$ cat src/rtl/wdog_pkg.sv
package wdog_pkg;
  localparam int unsigned DATA_W = 32;
  localparam int unsigned IDX_W  = 3;

  typedef enum logic [IDX_W-1:0] {
    REG_COUNT   = 3'd0,
    REG_RELOAD  = 3'd1,
    REG_RESTART = 3'd2,
    REG_CTRL    = 3'd3,
    REG_STATUS  = 3'd4,
    REG_CLEAR   = 3'd5,
    REG_WIDTH   = 3'd6,
    REG_MASK    = 3'd7
  } reg_e;

  localparam logic [DATA_W-1:0] RESTART_KEY = 32'h0000_4755;

  typedef struct packed {
    logic       boot2;
    logic [1:0] scope;
    logic       sel_ext;
    logic       rst_en;
    logic       en;
  } ctrl_t;
endpackage

$ cat src/rtl/wdog_tick.sv
module wdog_tick #(
  parameter int unsigned PRESCALE = 4
) (
  input  logic clk_i,
  input  logic rst_ni,
  input  logic sel_ext_i,
  input  logic ext_tick_i,
  output logic tick_o
);
  localparam int unsigned PW = (PRESCALE > 1) ? $clog2(PRESCALE) : 1;

  logic int_tick;

  generate
    if (PRESCALE <= 1) begin : g_direct
      assign int_tick = 1'b1;
    end else begin : g_div
      logic [PW-1:0] div_q;
      always_ff @(posedge clk_i or negedge rst_ni) begin
        if (!rst_ni)                          div_q <= '0;
        else if (div_q == PW'(PRESCALE - 1)) div_q <= '0;
        else                                  div_q <= div_q + 1'b1;
      end
      assign int_tick = (div_q == PW'(PRESCALE - 1));
    end
  endgenerate

  assign tick_o = sel_ext_i ? ext_tick_i : int_tick;
endmodule

$ cat src/rtl/wdog_regs.sv
module wdog_regs
  import wdog_pkg::*;
#(
  parameter int unsigned CNT_W    = 32,
  parameter int unsigned MASK_W   = 25,
  parameter int unsigned PW_W     = 8,
  parameter logic [MASK_W-1:0] MASK_RST = 25'h03F_FFF3
) (
  input  logic              clk_i,
  input  logic              rst_ni,
  input  logic              wr_en_i,
  input  logic              rd_en_i,
  input  logic [IDX_W-1:0]  addr_i,
  input  logic [DATA_W-1:0] wdata_i,
  output logic [DATA_W-1:0] rdata_o,
  input  logic [CNT_W-1:0]  count_i,
  input  logic              flag_i,
  output ctrl_t             ctrl_o,
  output logic [CNT_W-1:0]  reload_o,
  output logic [PW_W-1:0]   width_o,
  output logic [MASK_W-1:0] mask_o,
  output logic              key_o,
  output logic              clr_o
);
  ctrl_t             ctrl_q;
  logic [CNT_W-1:0]  reload_q;
  logic [PW_W-1:0]   width_q;
  logic [MASK_W-1:0] mask_q;

  always_ff @(posedge clk_i or negedge rst_ni) begin
    if (!rst_ni) begin
      ctrl_q   <= '0;
      reload_q <= '0;
      width_q  <= '0;
      mask_q   <= MASK_RST;
    end else if (wr_en_i) begin
      unique case (reg_e'(addr_i))
        REG_RELOAD: reload_q <= wdata_i[CNT_W-1:0];
        REG_CTRL: begin
          ctrl_q.en      <= wdata_i[0];
          ctrl_q.rst_en  <= wdata_i[1];
          ctrl_q.sel_ext <= wdata_i[4];
          ctrl_q.scope   <= wdata_i[6:5];
          ctrl_q.boot2   <= wdata_i[7];
        end
        REG_WIDTH: width_q <= wdata_i[PW_W-1:0];
        REG_MASK:  mask_q  <= wdata_i[MASK_W-1:0];
        default: ;
      endcase
    end
  end

  assign key_o = wr_en_i && (reg_e'(addr_i) == REG_RESTART) && (wdata_i == RESTART_KEY);
  assign clr_o = wr_en_i && (reg_e'(addr_i) == REG_CLEAR);

  always_comb begin
    rdata_o = '0;
    if (rd_en_i) begin
      unique case (reg_e'(addr_i))
        REG_COUNT:  rdata_o = DATA_W'(count_i);
        REG_RELOAD: rdata_o = DATA_W'(reload_q);
        REG_CTRL:   rdata_o = DATA_W'({ctrl_q.boot2, ctrl_q.scope, ctrl_q.sel_ext,
                                       2'b00, ctrl_q.rst_en, ctrl_q.en});
        REG_STATUS: rdata_o = DATA_W'(flag_i);
        REG_WIDTH:  rdata_o = DATA_W'(width_q);
        REG_MASK:   rdata_o = DATA_W'(mask_q);
        default:    rdata_o = '0;
      endcase
    end
  end

  assign ctrl_o   = ctrl_q;
  assign reload_o = reload_q;
  assign width_o  = width_q;
  assign mask_o   = mask_q;
endmodule

$ cat src/rtl/wdog_core.sv
module wdog_core #(
  parameter int unsigned CNT_W  = 32,
  parameter int unsigned MASK_W = 25,
  parameter int unsigned PW_W   = 8
) (
  input  logic              clk_i,
  input  logic              rst_ni,
  input  logic              en_i,
  input  logic              rst_en_i,
  input  logic [1:0]        scope_i,
  input  logic [MASK_W-1:0] mask_i,
  input  logic [PW_W-1:0]   width_i,
  input  logic [CNT_W-1:0]  reload_i,
  input  logic              tick_i,
  input  logic              key_i,
  input  logic              clr_i,
  output logic [CNT_W-1:0]  count_o,
  output logic              flag_o,
  output logic              req_o,
  output logic [1:0]        scope_o,
  output logic [MASK_W-1:0] mask_o
);
  logic [CNT_W-1:0]  cnt_q;
  logic              flag_q;
  logic [PW_W-1:0]   pw_q;
  logic [1:0]        lat_scope_q;
  logic [MASK_W-1:0] lat_mask_q;
  logic              step, expire;

  assign step   = en_i && tick_i && !key_i;
  assign expire = step && (cnt_q == '0);

  always_ff @(posedge clk_i or negedge rst_ni) begin
    if (!rst_ni)     cnt_q <= '1;
    else if (key_i)  cnt_q <= reload_i;
    else if (expire) cnt_q <= reload_i;
    else if (step)   cnt_q <= cnt_q - 1'b1;
  end

  // expiry wins over a same-cycle clear
  always_ff @(posedge clk_i or negedge rst_ni) begin
    if (!rst_ni)     flag_q <= 1'b0;
    else if (expire) flag_q <= 1'b1;
    else if (clr_i)  flag_q <= 1'b0;
  end

  always_ff @(posedge clk_i or negedge rst_ni) begin
    if (!rst_ni) begin
      pw_q        <= '0;
      lat_scope_q <= '0;
      lat_mask_q  <= '0;
    end else if (expire && rst_en_i) begin
      pw_q        <= (width_i == '0) ? PW_W'(1) : width_i;
      lat_scope_q <= scope_i;
      lat_mask_q  <= mask_i;
    end else if (pw_q != '0) begin
      pw_q <= pw_q - 1'b1;
      if (pw_q == PW_W'(1)) begin
        lat_scope_q <= '0;
        lat_mask_q  <= '0;
      end
    end
  end

  assign count_o = cnt_q;
  assign flag_o  = flag_q;
  assign req_o   = (pw_q != '0);
  assign scope_o = lat_scope_q;
  assign mask_o  = lat_mask_q;

  a_r3_key_load: assert property (@(posedge clk_i) disable iff (!rst_ni)
    key_i |=> cnt_q == $past(reload_i));
  a_r4_idle_hold: assert property (@(posedge clk_i) disable iff (!rst_ni)
    (!en_i && !key_i) |=> $stable(cnt_q));
  a_r5_step_one: assert property (@(posedge clk_i) disable iff (!rst_ni)
    (step && cnt_q != '0) |=> cnt_q == $past(cnt_q) - 1'b1);
  a_r6_expiry_flag: assert property (@(posedge clk_i) disable iff (!rst_ni)
    expire |=> flag_q && cnt_q == $past(reload_i));
  a_r10_quiet_idle: assert property (@(posedge clk_i) disable iff (!rst_ni)
    !req_o |-> (scope_o == 2'b00 && mask_o == '0));
  a_r11_req_needs_en: assert property (@(posedge clk_i) disable iff (!rst_ni)
    $rose(req_o) |-> $past(rst_en_i));
endmodule

$ cat src/rtl/wdog_keyed.sv
module wdog_keyed
  import wdog_pkg::*;
#(
  parameter int unsigned CNT_W    = 32,
  parameter int unsigned MASK_W   = 25,
  parameter int unsigned PW_W     = 8,
  parameter int unsigned PRESCALE = 4,
  parameter logic [MASK_W-1:0] MASK_RST = 25'h03F_FFF3
) (
  input  logic              clk_i,
  input  logic              rst_ni,
  input  logic              wr_en_i,
  input  logic              rd_en_i,
  input  logic [2:0]        addr_i,
  input  logic [31:0]       wdata_i,
  output logic [31:0]       rdata_o,
  input  logic              tick_1mhz_i,
  output logic              rst_req_o,
  output logic [1:0]        rst_scope_o,
  output logic [MASK_W-1:0] rst_domains_o
);
  ctrl_t             ctrl;
  logic [CNT_W-1:0]  reload, count;
  logic [PW_W-1:0]   width;
  logic [MASK_W-1:0] mask;
  logic              key, clr, flag, tick;

  wdog_regs #(.CNT_W(CNT_W), .MASK_W(MASK_W), .PW_W(PW_W), .MASK_RST(MASK_RST)) u_regs (
    .clk_i, .rst_ni, .wr_en_i, .rd_en_i, .addr_i, .wdata_i, .rdata_o,
    .count_i(count), .flag_i(flag), .ctrl_o(ctrl), .reload_o(reload),
    .width_o(width), .mask_o(mask), .key_o(key), .clr_o(clr)
  );

  wdog_tick #(.PRESCALE(PRESCALE)) u_tick (
    .clk_i, .rst_ni, .sel_ext_i(ctrl.sel_ext), .ext_tick_i(tick_1mhz_i), .tick_o(tick)
  );

  wdog_core #(.CNT_W(CNT_W), .MASK_W(MASK_W), .PW_W(PW_W)) u_core (
    .clk_i, .rst_ni, .en_i(ctrl.en), .rst_en_i(ctrl.rst_en), .scope_i(ctrl.scope),
    .mask_i(mask), .width_i(width), .reload_i(reload), .tick_i(tick), .key_i(key),
    .clr_i(clr), .count_o(count), .flag_o(flag), .req_o(rst_req_o),
    .scope_o(rst_scope_o), .mask_o(rst_domains_o)
  );
endmodule

$ cat config.mk
export PLATFORM = sky130hd
export DESIGN_NAME = wdog_keyed
export DESIGN_NICKNAME = d
export VERILOG_FILES = /design/src/rtl/wdog_pkg.sv /design/src/rtl/wdog_tick.sv /design/src/rtl/wdog_regs.sv /design/src/rtl/wdog_core.sv /design/src/rtl/wdog_keyed.sv
export SDC_FILE = /design/constraint.sdc
export NUM_CORES = 1
export LEC_CHECK = 0
export BUFFER_PORTS_ARGS = -buffer_cell sky130_fd_sc_hd__buf_2
export CORE_MARGIN = 5
export CORE_UTILIZATION = 62
export CTS_CLUSTER_SIZE = 28
export DETAILED_ROUTE_END_ITERATION = 12
export PLACE_DENSITY = 0.95
export SYNTH_ARGS = -nofsm -noshare
export SYNTH_HDL_FRONTEND = slang
export SYNTH_SLANG_ARGS = --single-unit
$ cat constraint.sdc
create_clock -name clk_i -period 7.4 [get_ports clk_i]
set_input_delay 1.11 -clock clk_i [delete_from_list [all_inputs] [get_ports clk_i]]
set_output_delay 1.11 -clock clk_i [all_outputs]
set_load 0.1 [all_outputs]
# == Yosys cells after proc, flatten, opt, wreduce, memory -nomap -nowiden ==
# Index checks and enable logic that the tools add are counted.
# word_totals
regBits,141
out_inout_bits,60
# op_classes
add_sub_neg,3
eq_ne,10
n_mux,18
reduce_logical,21
# ops
operator,count
$pmux W32 S6,1
$mux W32,4
$mux W25,3
$eq A32 B15 Y1 const B,1
$logic_not A32 Y1,1
$sub A32 B1 Y32 const B,1
$mux W8,3
$eq A3 B3 Y1 const B,4
$reduce_and A2 Y1,5
$eq A8 B1 Y1 const B,1
$logic_not A8 Y1,1
$mux W2,4
$reduce_bool A8 Y1,1
$sub A8 B1 Y8 const B,1
$logic_and A1 B1 Y1,7
$eq A3 B2 Y1 const B,2
$reduce_bool A2 Y1,3
$eq A3 B1 Y1 const B,1
$logic_not A3 Y1,1
$mux W1,3
$reduce_bool A3 Y1,1
$add A2 B1 Y2 const B,1
$eq A2 B2 Y1 const B,1
$logic_not A1 Y1,1

# == Logic depth before layout (Yosys ltp) ==
# logic_depth
word_depth,9
depth_mapped,10
depth_no_buf,8

# == By module ==
# From an unflattened synthesis, not the netlist that was laid out.
# unflattened
hier_cells,716
area_unflattened_um2,7544.7
# by_module_without_submodules
mod,n_inst,cells_per_inst,area_each_um2,seq_area_each_um2
wdog_regs,1,295,3831.2,1801.7
wdog_core,1,416,3632.2,1741.7
wdog_tick,1,5,81.3,50.0

# == Least setup slack after synthesis ==
# Ideal clock, no wire load.
# synth_path
path_kind,input to output
from,input addr_i[2]
to,output rdata_o[1]
arrival_ns,4.353
path_slack_ns,1.937
cell_stages,6
n_path_buf,3
cell_sequence,clkbuf_1 -> and2_1 -> clkbuf_1 -> clkbuf_1 -> a221oi_1 -> a211oi_1
# synth_between
elab_chain_cells,3
# synth_lines
item,line,source
from (decl),wdog_keyed.sv:14,"input logic [2:0] addr_i,"
$eq A3 B3 Y1 (tied with other cells),wdog_regs.sv:59,unique case (reg_e'(addr_i))
$pmux W32 S6 *,wdog_regs.sv:59,
$mux W32 *,wdog_regs.sv:58,if (rd_en_i) begin
to (decl),wdog_keyed.sv:16,"output logic [31:0] rdata_o,"
# Mark *: on every way between the ends. The rest lies on a longest branch, timed or not.

# == Final worst setup path ==
# layout_path
from,input addr_i[0]
to,output rdata_o[6]
# The elaborated chain is that of the path after synthesis.

==> impl_metrics.env <==
export IMPL_outcome="finished clean"
export IMPL_worstMarginPinSlew_ps=1360
export IMPL_synth_fp_nets=760
export IMPL_regArea_um2=3590
export IMPL_max_freq_ghz=0.202
export IMPL_cts_clk_slew_worst_paths_ps=50
export IMPL_yosys_top_cells_count="dfrtp_1 (89), nand2_1 (83), mux2_2 (78), nor2_1 (66), dfstp_2 (52)"
export IMPL_worstSkewPairLatency_ps=430
export IMPL_grt_busiest_layer="met2"
export IMPL_synth_warnings=0
export IMPL_initial_core_util_pct=63.7
export IMPL_multi_input_area_um2=3490
export IMPL_clk_path_buf_depth=2
export IMPL_grt_max_degree=98
export IMPL_drtAntennaViolNets=0
export IMPL_yosysTopAreaCellShare_pct=30.5
export IMPL_ys_seq_area_share_pct=49.2
export IMPL_fillers=742
export IMPL_drive_gt1_share_pct=34.4
export IMPL_r2r_slack_ps=4170
export IMPL_syn_cell_area_um2=7300
export IMPL_routed_wl_mm=20.6
export IMPL_finalHoldViolCount=0
export IMPL_total_power_mw=2.74
export IMPL_worstPathRequired_ps=6290
export IMPL_num_rows=39
export IMPL_min_period_ps=4960
export IMPL_synthArstFlopShare_pct=100
export IMPL_route_vias_total=6321
export IMPL_ios=100
export IMPL_yosys_top_cells_area="dfrtp_1 (31%), dfstp_2 (19%), mux2_2 (12%)"
export IMPL_synth_most_common_cell="dfrtp_1"
export IMPL_syn_avg_cell_area_um2=10.2
export IMPL_drtIter0Drc=796
export IMPL_period_share_pct=67.0
export IMPL_maxCapViolations=0
export IMPL_startpoint_type="input port"
export IMPL_grt_pass1_vias=6424
export IMPL_ys_types=56
export IMPL_finClkSkew_ps=6.87
export IMPL_crit_path_end="rdata_o[6]"
export IMPL_fin_tns_setup_ps=0
export IMPL_path_class="input port to output pin"
export IMPL_rr_worst_depth=9
export IMPL_cp_data_arrival_time_ps=3850
export IMPL_synth_edf_count=0
export IMPL_dieWidth_um=119
export IMPL_hpwl_mm=13.5
export IMPL_synthFlopType="dfrtp_1"
export IMPL_cts_resized=0
export IMPL_cts_max_level=4
export IMPL_antenna_found_initial=2
export IMPL_syn_inst=716
export IMPL_peakVddDrop_mv=0.259
export IMPL_startpoint="addr_i[0]"
export IMPL_io_buffers=99
export IMPL_use_met3_pct=8.55
export IMPL_grt_remaining_overflow=0
export IMPL_die_h_um=119
export IMPL_cts_hold_buf=0
export IMPL_p_leak_nw=3.77
export IMPL_coreArea_um2=11500
export IMPL_endpoint_kind="output pin"
export IMPL_hp_class="flip-flop to flip-flop"
export IMPL_grt_use_met1_pct=39.0
export IMPL_grtUsageTotal_pct=30.0
export IMPL_synth_top_cell_by_area="dfrtp_1"
export IMPL_relSlewSlack_pct=9.32
export IMPL_power_density_nw_per_um2=324
export IMPL_numCtsBuffers=17
export IMPL_grt_pass1_wl_mm=33.7
export IMPL_r2r_end="u_core.count_o[17]$_DFFE_PN1P_"
export IMPL_slew_violations=0
export IMPL_worstReg2RegStart="u_core.count_o[0]$_DFFE_PN1P_"
export IMPL_nets=840
export IMPL_wl_per_cell_um=21.6
export IMPL_drcViolationCount=0
export IMPL_gp_congestion=0.924
export IMPL_viasPerCell=6.63
export IMPL_place_ws_ps=2490
export IMPL_syn_to_final_growth_pct=15.7
export IMPL_cts_tree="built"
export IMPL_synth_seq_cells=141
export IMPL_fp_dieArea_um2=14000
export IMPL_rsz0062_at_grt="false"
export IMPL_post_cts_buffers=0
export IMPL_cts_root_buf="clkbuf_16"
export IMPL_setup_viol=0
export IMPL_clock_sinks=141
export IMPL_crit_fanout=47
export IMPL_fin_ws_ps=2440
export IMPL_drtPass1Iterations=9
export IMPL_grt_use_met2_pct=46.6
## worst max-delay path, cell delays in order
cell and delay, ps:
buf_2 90, buf_4 480, nor2b_1 160, nand2b_1 110, nand3_1 870, a211oi_1 500
buf_2 500
## per-layer routing
layer | share of wire, % | vias up
met1 | 38 | 3081
met4 | 4.5 | 2
met3 | 10 | 78
met5 | 0.063 | -
li1 | - | 2786
met2 | 47 | 374
## worst min path at each step
stage                                     from                              end  slack [ps]  depth (start not counted)
2_1_floorplan  u_tick.g_div.div_q[0]$_DFF_PN0_  u_tick.g_div.div_q[0]$_DFF_PN0_         400                          1
3_3_place_gp   u_tick.g_div.div_q[0]$_DFF_PN0_  u_tick.g_div.div_q[0]$_DFF_PN0_         410                          1
3_5_place_dp   u_tick.g_div.div_q[0]$_DFF_PN0_  u_tick.g_div.div_q[0]$_DFF_PN0_         420                          1
4_1_cts        u_tick.g_div.div_q[0]$_DFF_PN0_  u_tick.g_div.div_q[0]$_DFF_PN0_         440                          1
5_1_grt        u_tick.g_div.div_q[0]$_DFF_PN0_  u_tick.g_div.div_q[0]$_DFF_PN0_         460                          1
6_report       u_tick.g_div.div_q[0]$_DFF_PN0_  u_tick.g_div.div_q[0]$_DFF_PN0_         440                          1
## cell type report
type	instances	share of cell area (%)
Sequential cell	141	42.5
Clock buffer	20	5.41
Antenna cell	1	0.0296
Timing Repair Buffer	107	6.65
Multi-Input combinational cell	522	41.3
Tap cell	143	2.12
Inverter	7	0.311
Clock inverter	12	1.70
## sequential cells by signal, indices dropped and copies added (netlist names)
register and cells:
u_core.scope_o 2, u_regs.reload_o 32, u_regs.ctrl_o 6, u_regs.mask_o 25, u_core.pw_q 8, u_core.mask_o 25, u_core.flag_o 1, u_regs.width_o 8
u_core.count_o 32, u_tick.g_div.div_q 2
## placed cells by master (no fill, tap or decap), types with 3 or more instances in the layout
cell type	instances
nor2_1	65
clkbuf_16	17
dfstp_2	52
o21a_1	3
a22oi_1	25
a31oi_1	3
nand4_1	7
mux2_2	78
nor4bb_1	3
bufinv_16	3
clkinv_2	6
a221oi_1	7
xor2_1	8
nor4b_1	3
o21ai_0	16
or4_1	6
ha_1	4
a21oi_1	28
or3_1	5
buf_2	98
nand3_1	42
and3_1	6
nand2_1	83
nor4_1	20
a211oi_1	11
buf_4	8
nor2b_1	3
a22o_1	18
dfrtp_1	89
nor3_1	20
o31ai_1	3
inv_1	7
xnor2_1	12
mux2i_1	11
## per-stage QoR
step | hold WS [ps] | cell area [µm²] | cells | util [%]
after floorplan | 403 | 7300 | 716 | -
after global placement | 414 | 7850 | 920 | 68.4
after detailed placement | 423 | 7850 | 920 | 68.4
after CTS | 438 | 8450 | 952 | 73.7
after global routing | 461 | 8450 | 953 | 73.7
final | 444 | 8450 | 953 | 73.7
## power breakdown
part,switching (mW),internal (mW),total [mW]
registers,0.212,1.01,1.22
logic,0.378,0.272,0.650
clock network,0.326,0.544,0.870
## kinds of logic (layout without fill, tap and decap cells)
family                     count (synthesis)  in the layout  share of synthesized area (%)
and+or+nand+nor                          280            280                           18.6
xor gates and xnor gates                  20             20                           2.40
other                                      0              1                              0
DFF                                      141            141                           49.2
adders and majority gates                  4              4                          0.686
AOI/OAI and AO/OA                        129            129                           12.4
buffers and inverters                     53            146                           3.14
muxes                                     89             89                           13.5
Note: power is estimated with default switching activity, not from simulation.
